--- config.mk ---
export PLATFORM = sky130hd
export DESIGN_NAME = nop_read_sequencer
export DESIGN_NICKNAME = d
export VERILOG_FILES = /design/src/rtl/nop_read_sequencer.sv
export SDC_FILE = /design/constraint.sdc
export NUM_CORES = 1
export LEC_CHECK = 0
export ABC_AREA = 1
export BUFFER_PORTS_ARGS = -buffer_cell sky130_fd_sc_hd__clkbuf_2
export CORE_MARGIN = 3
export CORE_UTILIZATION = 31
export DETAILED_ROUTE_END_ITERATION = 10
export GPL_ROUTABILITY_DRIVEN = 0
export SLEW_MARGIN = 15
export SYNTH_ARGS = -nofsm -noshare
export SYNTH_HDL_FRONTEND = slang
export SYNTH_SLANG_ARGS = --single-unit
--- constraint.sdc ---
create_clock -name clk -period 4.6 [get_ports clk]
set_input_delay 0.46 -clock clk [delete_from_list [all_inputs] [get_ports clk]]
set_output_delay 0.46 -clock clk [all_outputs]
set_load 0.02 [all_outputs]
--- src/rtl/nop_read_sequencer.sv ---
module nop_read_sequencer (
  input  logic        clk,
  input  logic        rst_n,
  input  logic        start,
  input  logic [7:0]  opcode,
  input  logic [7:0]  opnd_lo,
  input  logic [7:0]  opnd_hi,
  input  logic [7:0]  index_x,
  output logic        busy,
  output logic        done,
  output logic [15:0] mem_addr,
  output logic        mem_rd
);

  typedef enum logic [2:0] {
    F_NONE, F_IMM, F_ZP, F_ZPX, F_ABS, F_ABSX
  } form_t;

  form_t       form_d, form_q;
  logic        busy_q;
  logic [2:0]  step_q;
  logic [2:0]  last_step;
  logic [7:0]  lo_q, hi_q, x_q;
  logic [8:0]  sum;
  logic        carry;

  always_comb begin
    case (opcode)
      8'h80, 8'h82, 8'h89, 8'hC2, 8'hE2:               form_d = F_IMM;
      8'h04, 8'h44, 8'h64:                             form_d = F_ZP;
      8'h14, 8'h34, 8'h54, 8'h74, 8'hD4, 8'hF4:        form_d = F_ZPX;
      8'h0C:                                           form_d = F_ABS;
      8'h1C, 8'h3C, 8'h5C, 8'h7C, 8'hDC, 8'hFC:        form_d = F_ABSX;
      default:                                         form_d = F_NONE;
    endcase
  end

  assign sum   = {1'b0, lo_q} + {1'b0, x_q};
  assign carry = sum[8];

  always_comb begin
    case (form_q)
      F_IMM:   last_step = 3'd1;
      F_ZP:    last_step = 3'd2;
      F_ZPX:   last_step = 3'd3;
      F_ABS:   last_step = 3'd3;
      F_ABSX:  last_step = carry ? 3'd4 : 3'd3;
      default: last_step = 3'd1;
    endcase
  end

  always_comb begin
    mem_rd   = 1'b0;
    mem_addr = 16'h0000;
    if (busy_q) begin
      case (form_q)
        F_ZP:
          if (step_q == 3'd2) begin
            mem_rd   = 1'b1;
            mem_addr = {8'h00, lo_q};
          end
        F_ZPX:
          if (step_q == 3'd2) begin
            mem_rd   = 1'b1;
            mem_addr = {8'h00, lo_q};
          end else if (step_q == 3'd3) begin
            mem_rd   = 1'b1;
            mem_addr = {8'h00, sum[7:0]};
          end
        F_ABS:
          if (step_q == 3'd3) begin
            mem_rd   = 1'b1;
            mem_addr = {hi_q, lo_q};
          end
        F_ABSX:
          if (step_q == 3'd3) begin
            mem_rd   = 1'b1;
            mem_addr = {hi_q, sum[7:0]};
          end else if (step_q == 3'd4) begin
            mem_rd   = 1'b1;
            mem_addr = {hi_q + 8'h01, sum[7:0]};
          end
        default: ;
      endcase
    end
  end

  assign busy = busy_q;
  assign done = busy_q && (step_q == last_step);

  always_ff @(posedge clk or negedge rst_n) begin
    if (!rst_n) begin
      busy_q <= 1'b0;
      step_q <= 3'd0;
      form_q <= F_NONE;
      lo_q   <= 8'h00;
      hi_q   <= 8'h00;
      x_q    <= 8'h00;
    end else if (!busy_q) begin
      if (start && form_d != F_NONE) begin
        busy_q <= 1'b1;
        step_q <= 3'd1;
        form_q <= form_d;
        lo_q   <= opnd_lo;
        hi_q   <= opnd_hi;
        x_q    <= index_x;
      end
    end else if (done) begin
      busy_q <= 1'b0;
      step_q <= 3'd0;
    end else begin
      step_q <= step_q + 3'd1;
    end
  end

endmodule


==> results of run 1 <==
-- path summary, 6_finish.rpt --
kind,endpoint,cells after the start
setup reg to reg,busy,13
setup / recovery,mem_addr[12],8
hold / removal,hi_q[6],1
min in group clk,x_q[5],3
max in group asynchronous,lo_q[0],1
hold reg to reg,x_q[5],2
-- per-layer routing --
metal / vias to the layer above / global-route usage / part of all wire
met1: 960 / 0.193 / 0.51
met2: 52 / 0.217 / 0.42
met3: 4 / 0.0377 / 0.061
li1: 1177 / - / -
met5: - / 0 / 0
met4: 0 / 0.0334 / 0.0087
-- per-stage QoR --
step           worst slack [ps]  instance area [um2]
2_1_floorplan              2120                 2280
3_3_place_gp               2090                 2600
3_5_place_dp               2070                 2600
4_1_cts                    1740                 2720
5_1_grt                    1460                 2720
6_report                   1730                 2720
-- sequential cells by signal, summed over array words and instances, names as in the netlist --
name    flops
lo_q        8
hi_q        8
step_q      3
form_q      3
x_q         8
busy        1
-- cells in the mapped netlist, types with 4 or more instances --
master / instances / area, um2
nand3_1: 23 / 115
inv_2: 4 / 15.0
or2_2: 6 / 37.5
nand2_2: 4 / 25.0
nand2_1: 134 / 503
dfrtp_1: 31 / 776
ha_1: 13 / 163
inv_1: 27 / 101
nor2_1: 24 / 90.1
a21oi_1: 18 / 90.1
o21ai_0: 11 / 55.1
-- final cells by class --
cell class / instances / area [um2]
fillers: 756 / 4220
multi-input cells: 264 / 1330
flip-flops and latches: 31 / 776
repair buffers: 53 / 265
well taps: 96 / 120
inverters: 31 / 116
clock buffers: 6 / 82.6
clock inverters: 2 / 35.0
-- power breakdown --
group | switching (W) | internal, W | leakage [nW]
Sequential | 0.000118 | 0.000386 | 0.394
Combinational | 0.000344 | 0.000230 | 0.969
Clock | 0.000108 | 0.000175 | 0.0612
-- cells by family after synthesis --
group           count (synthesis)
fa+ha+maj                      14
buf+inv                        39
flops                          31
compound gates                 44
xor+xnor                        2
simple gates                  204
==> key figures, run 1 <==
Run status
  • Status: finished, final reports clean

Place
  • Inst Count DP: 475
  • Hpwl dp: 4.18 mm
  • PortBufs: 53

Cells and area
  • Most common cell after layout, fill and taps aside: nand2_1
  • Final net count: 435
  • Layout cell share with drive strength beyond 1: 0.209
  • Layout area overhead: 19.3%
  • Fin cells: 483
  • Most frequent cells in the layout: 134 x nand2_1, 53 x clkbuf_2, 31 x dfrtp_1
  • N_diodes: 0
  • Final core occ: 0.392

Power and ir drop
  • P_leak: 1.42 nW
  • Power, Total: 0.00136 W
  • P per Cell Area: 501 nW/um2
  • Max VDD drop: 0.000140 V

Clocking
  • H-Tree Depth: 2
  • Post-CTS Repair Setup Buffers: 0
  • Clk slew on worst S/H paths: 80 ps
  • CTS tree: built
  • Cts bufs inserted: 5
  • Deepest clock path buffer count: 2
  • PostCTS Resize Cnt: 0
  • Clock Latency Late Sink: 290 ps
  • Clk sinks: 31
  • Root buffer cell: clkbuf_8
  • CTS Hold Buffers Added: 0

STA
  • Clock Skews: 10.0 ps
  • RSZ-0062 raised after global routing: no
  • Rel. slew slack: 0.475
  • Final worst path period share: 0.624
  • Final TNS setup: 0 ps
  • Hold slack: 245 ps
  • Setup violations, final: 0
  • Final Hold Viols: 0
  • Slew Viols, Final: 0
  • Measured slew at the worst slew-check pin: 787 ps
  • Fmax: 348 MHz
  • Clock period minus final worst setup slack: 2870 ps

Synth
  • Syn_nets: 383
  • Syn_area_per_cell: 6.83 um2
  • Largest family of logic cells by synthesized area: simple AND/OR/NAND/NOR gates
  • Fraction of registers with async set/reset: 1.00
  • Synth unique cells: 34
  • Post-synthesis xor/xnor area fraction: 0.00768
  • Post-Syn Area: 2280 um2
  • Synth Flop Type: dfrtp_1
  • Yosys reg bits: 31
  • EDFF count, synth: 0
  • Synth Area in Compound Gates: 0.113
  • Mux share of post-synthesis cell area: 0
  • Synth Warn #: 0
  • Simple-Gate Fraction of Synth Area: 0.381
  • Seq/Total Area, Yosys: 0.340
  • Post-Synth Adder-Cell Area: 0.0801
  • Gate count of the mapped netlist: 334

Worst setup path
  • CP Launch Type: flip-flop
  • Critical-path top delay cell: dfrtp_1
  • Reg-to-Reg Start: lo_q[0]
  • Req. time, crit path: 4140 ps
  • FF-to-FF setup slack: 2660 ps
  • Worst Path Max Fanout: 10
  • Worst Path Buf+Inv: 2
  • Endpoint class of the critical path: output pin
  • Crit-path cells: ha_1, ha_1, inv_1, nand3_2, nor2_1, o21ai_0, a221oi_1, clkbuf_2
  • Critical path class: flip-flop to output pin
  • Crit path DAT: 2410 ps
  • CP max stage delay: 430 ps
  • CP Launch Point: step_q[1]
  • CP dominant cell by count: ha_1
  • CP top delay family: adder cells

Route
  • Vias per cell: 4.54
  • Via Count: 2193
  • 1st-pass router iterations: 4
  • Remaining DRCs: 0
  • WL/cell: 11.4 um
  • Detailed Route Iter0 Violations: 91
  • Final ANT Viol Nets: 0
  • WL final: 5.51 mm

Floorplan
  • Die Height: 91.8 um
  • Core region area: 6940 um2
  • Die W: 91.8 um
  • I/O pins: 54
  • Die area: 8420 um2
  • Starting Density: 0.328
  • Row count: 30

Run
  • MaxCap Viol Count: 0

GRT
  • Vias in the first global route: 2182
  • Grt total ovfl: 0
  • First-pass GRT wire length: 9.75 mm
  • Pin count of the biggest net entering global routing: 32
  • Initial antenna violation count: 0
  • GRT Total Usage: 0.139

Min path
  • HP Class: primary input to async pin
Power figures use the tool's default switching activity.
==> run 2, diff against run 1 <==
--- a/config.mk
+++ b/config.mk
@@ -5,7 +5,7 @@
 export SDC_FILE = /design/constraint.sdc
 export NUM_CORES = 1
 export LEC_CHECK = 0
-export ABC_AREA = 1
+export ABC_AREA = 0
 export BUFFER_PORTS_ARGS = -buffer_cell sky130_fd_sc_hd__clkbuf_2
 export CORE_MARGIN = 3
 export CORE_UTILIZATION = 31
==> constraint.sdc (replaced) <==
create_clock -name clk -period 2.4 [get_ports clk]
set_input_delay 0.24 -clock clk [delete_from_list [all_inputs] [get_ports clk]]
set_output_delay 0.24 -clock clk [all_outputs]
set_load 0.02 [all_outputs]
==> key figures, run 2 <==
Run status
  • Status: finished with violations
  • Failing checks: negative setup slack

Clocking
  • H-Tree Depth: 2
  • Clk slew on worst S/H paths: 70 ps
  • CTS tree: built
  • Deepest clock path buffer count: 2
  • Root buffer cell: clkbuf_8
  • Cts bufs inserted: 5
  • Clock Latency Late Sink: 290 ps
  • Clk sinks: 31
  • CTS Hold Buffers Added: 0

Cells and area
  • Fin cells: 430
  • Layout cell share with drive strength beyond 1: 0.437
  • Biggest regs: hi_q x8, lo_q x8, x_q x8
  • N_diodes: 0
  • Most common cell after layout, fill and taps aside: clkbuf_2
  • # fillers: 697
  • Most frequent cells in the layout: 49 x clkbuf_2, 36 x buf_4, 27 x nor2_1
  • Final net count: 382
  • Layout area overhead: 37.1%

Worst setup path
  • Crit-path cells: ha_2, inv_2, fa_2, nor2b_2, o31a_1, o211ai_1, a32oi_2, a2111oi_4, and2_4, buf_8
  • CP endpoint: done
  • Critical-path top delay cell: a2111oi_4
  • CP max stage delay: 460 ps
  • Req. time, crit path: 2160 ps
  • Worst Path Max Fanout: 3
  • Reg-to-Reg Start: lo_q[0]
  • Endpoint class of the critical path: output pin
  • RR Endpoint: step_q[0]
  • Crit path DAT: 2700 ps
  • Critical path class: flip-flop to output pin
  • FF-to-FF setup slack: -80 ps
  • Worst R2R Path Depth: 10
  • CP Launch Point: lo_q[0]
  • CP Launch Type: flip-flop

STA
  • Slew Viols, Final: 0
  • Final worst path period share: 1.22
  • Setup violations, final: 7
  • Measured slew at the worst slew-check pin: 810 ps
  • Final Hold Viols: 0
  • Rel. slew slack: 0.460
  • Fmax: 340 MHz
  • Final TNS setup: -1290 ps
  • Fin worst setup slack: -540 ps
  • Clock Skews: 9.82 ps
  • RSZ-0062 raised after global routing: yes
  • Clock period minus final worst setup slack: 2940 ps

Synth
  • Synth top area share: 0.341
  • Syn_area_per_cell: 9.28 um2
  • Gate count of the mapped netlist: 245
  • EDFF count, synth: 0
  • Mux share of post-synthesis cell area: 0.141
  • Simple-Gate Fraction of Synth Area: 0.185
  • Synth top cells by count: 31 x dfrtp_1, 28 x nor2_1, 25 x mux2_2
  • Yosys reg bits: 31
  • Syn_nets: 294
  • Largest family of logic cells by synthesized area: compound AO/OA/AOI/OAI gates
  • Post-synthesis xor/xnor area fraction: 0.0193
  • Synth Flop Type: dfrtp_1
  • Post-Synth Adder-Cell Area: 0.0803
  • Fraction of registers with async set/reset: 1.00
  • Top cells by area, synth: dfrtp_1 34%, mux2_2 12%, ha_1 7.2%, nor2_1 4.6%, a21oi_1 3.5%
  • Cell with the most instances after synthesis: dfrtp_1
  • Synth Warn #: 0
  • Synth Area in Compound Gates: 0.201
  • Post-Syn Area: 2270 um2
  • Yosys top cell by area: dfrtp_1
  • Seq/Total Area, Yosys: 0.341
  • Synth unique cells: 45

GRT
  • Grt total ovfl: 0
  • Pin count of the biggest net entering global routing: 32
  • GRT Total Usage: 0.144
  • Vias in the first global route: 2144
  • Initial antenna violation count: 0
  • First-pass GRT wire length: 9.90 mm

Route
  • Highest routed layer: met4
  • Via Count: 2179
  • 1st-pass router iterations: 4
  • WL final: 5.77 mm
  • Final ANT Viol Nets: 0
  • Detailed Route Iter0 Violations: 135
  • Remaining DRCs: 0
  • WL/cell: 13.4 um
  • Vias per cell: 5.07
  • Met2 WL: 2.84 mm
  • Met3 routed WL: 227 um
  • M1 WL: 2.63 mm

Power and ir drop
  • Power, Total: 0.00334 W
  • P_leak: 1.41 nW
  • P per Cell Area: 1070 nW/um2
  • Max VDD drop: 0.000584 V

Floorplan
  • Die W: 91.7 um
  • I/O pins: 54
  • Die area: 8400 um2
  • Die Height: 91.7 um
  • Core region area: 6940 um2
  • Starting Density: 0.328
  • Row count: 30

Place
  • Hpwl dp: 4.29 mm
  • Inst Count DP: 414
  • PortBufs: 53

Run
  • MaxCap Viol Count: 0

Min path
  • HP Class: primary input to async pin
[run 2: layer usage]
metal,global-route usage,vias up
met3,0.0328,8
met4,0.0477,0
met5,0,-
met1,0.178,1032
met2,0.248,51
li1,-,1088
[run 2: power by group]
part           internal (W)  switching, W
Sequential         0.000748      0.000209
Combinational       0.00101      0.000830
Clock              0.000336      0.000207
Total               0.00209       0.00125
[run 2: logic make-up (layout without fill, tap and decap cells)]
kind of cell / Yosys count / count (layout)
AO/OA/AOI/OAI: 65 / 65
AND/OR/NAND/NOR: 83 / 83
buffers and inverters: 18 / 107
multiplexers: 29 / 29
adder cells (fa/ha/maj): 14 / 14
flip-flops: 31 / 31
XOR/XNOR: 5 / 5
[run 2: final cells by class]
type                       instances  area, um2  area share
clock buffer                       6       82.6      0.0265
clock inverter                     2       35.0      0.0112
inverter                          11       41.3      0.0132
multi-input combinational        196       1510       0.483
sequential                        31        782       0.251
tap                               96        120      0.0385
timing repair buffer              88        553       0.177
[run 2: critical path: cells and delay by family (launching register included)]
kind,cells,cell delay (ps)
adder cells (fa/ha/maj),2,400
buffers and inverters,2,150
AO/OA/AOI/OAI,4,1220
AND/OR/NAND/NOR,2,260
flip-flops,1,390
[run 2: repair_timing]
action	CTS	global route
buffers inserted	7	1
setup endpoints to repair	12	20
pin swaps	8	8
resized for setup	10	25
[run 2: worst min path at each step]
stage	from	endpoint	cells after the start
after floorplan	rst_n	busy	0
after global placement	rst_n	hi_q[7]	1
after detailed placement	rst_n	hi_q[7]	1
after CTS	rst_n	hi_q[5]	1
after global routing	rst_n	hi_q[5]	1
final	rst_n	hi_q[5]	1
[run 2: per-stage QoR]
stage                util  area (um2)  worst slack (ps)  hold slack [ps]
global route        0.449        3120              -628             88.2
global placement    0.408        2840              -296              367
floorplan               -        2280             -29.7            -55.6
finish              0.449        3120              -540             28.3
detailed placement  0.408        2840              -396              376
CTS                 0.438        3040              -609             53.8
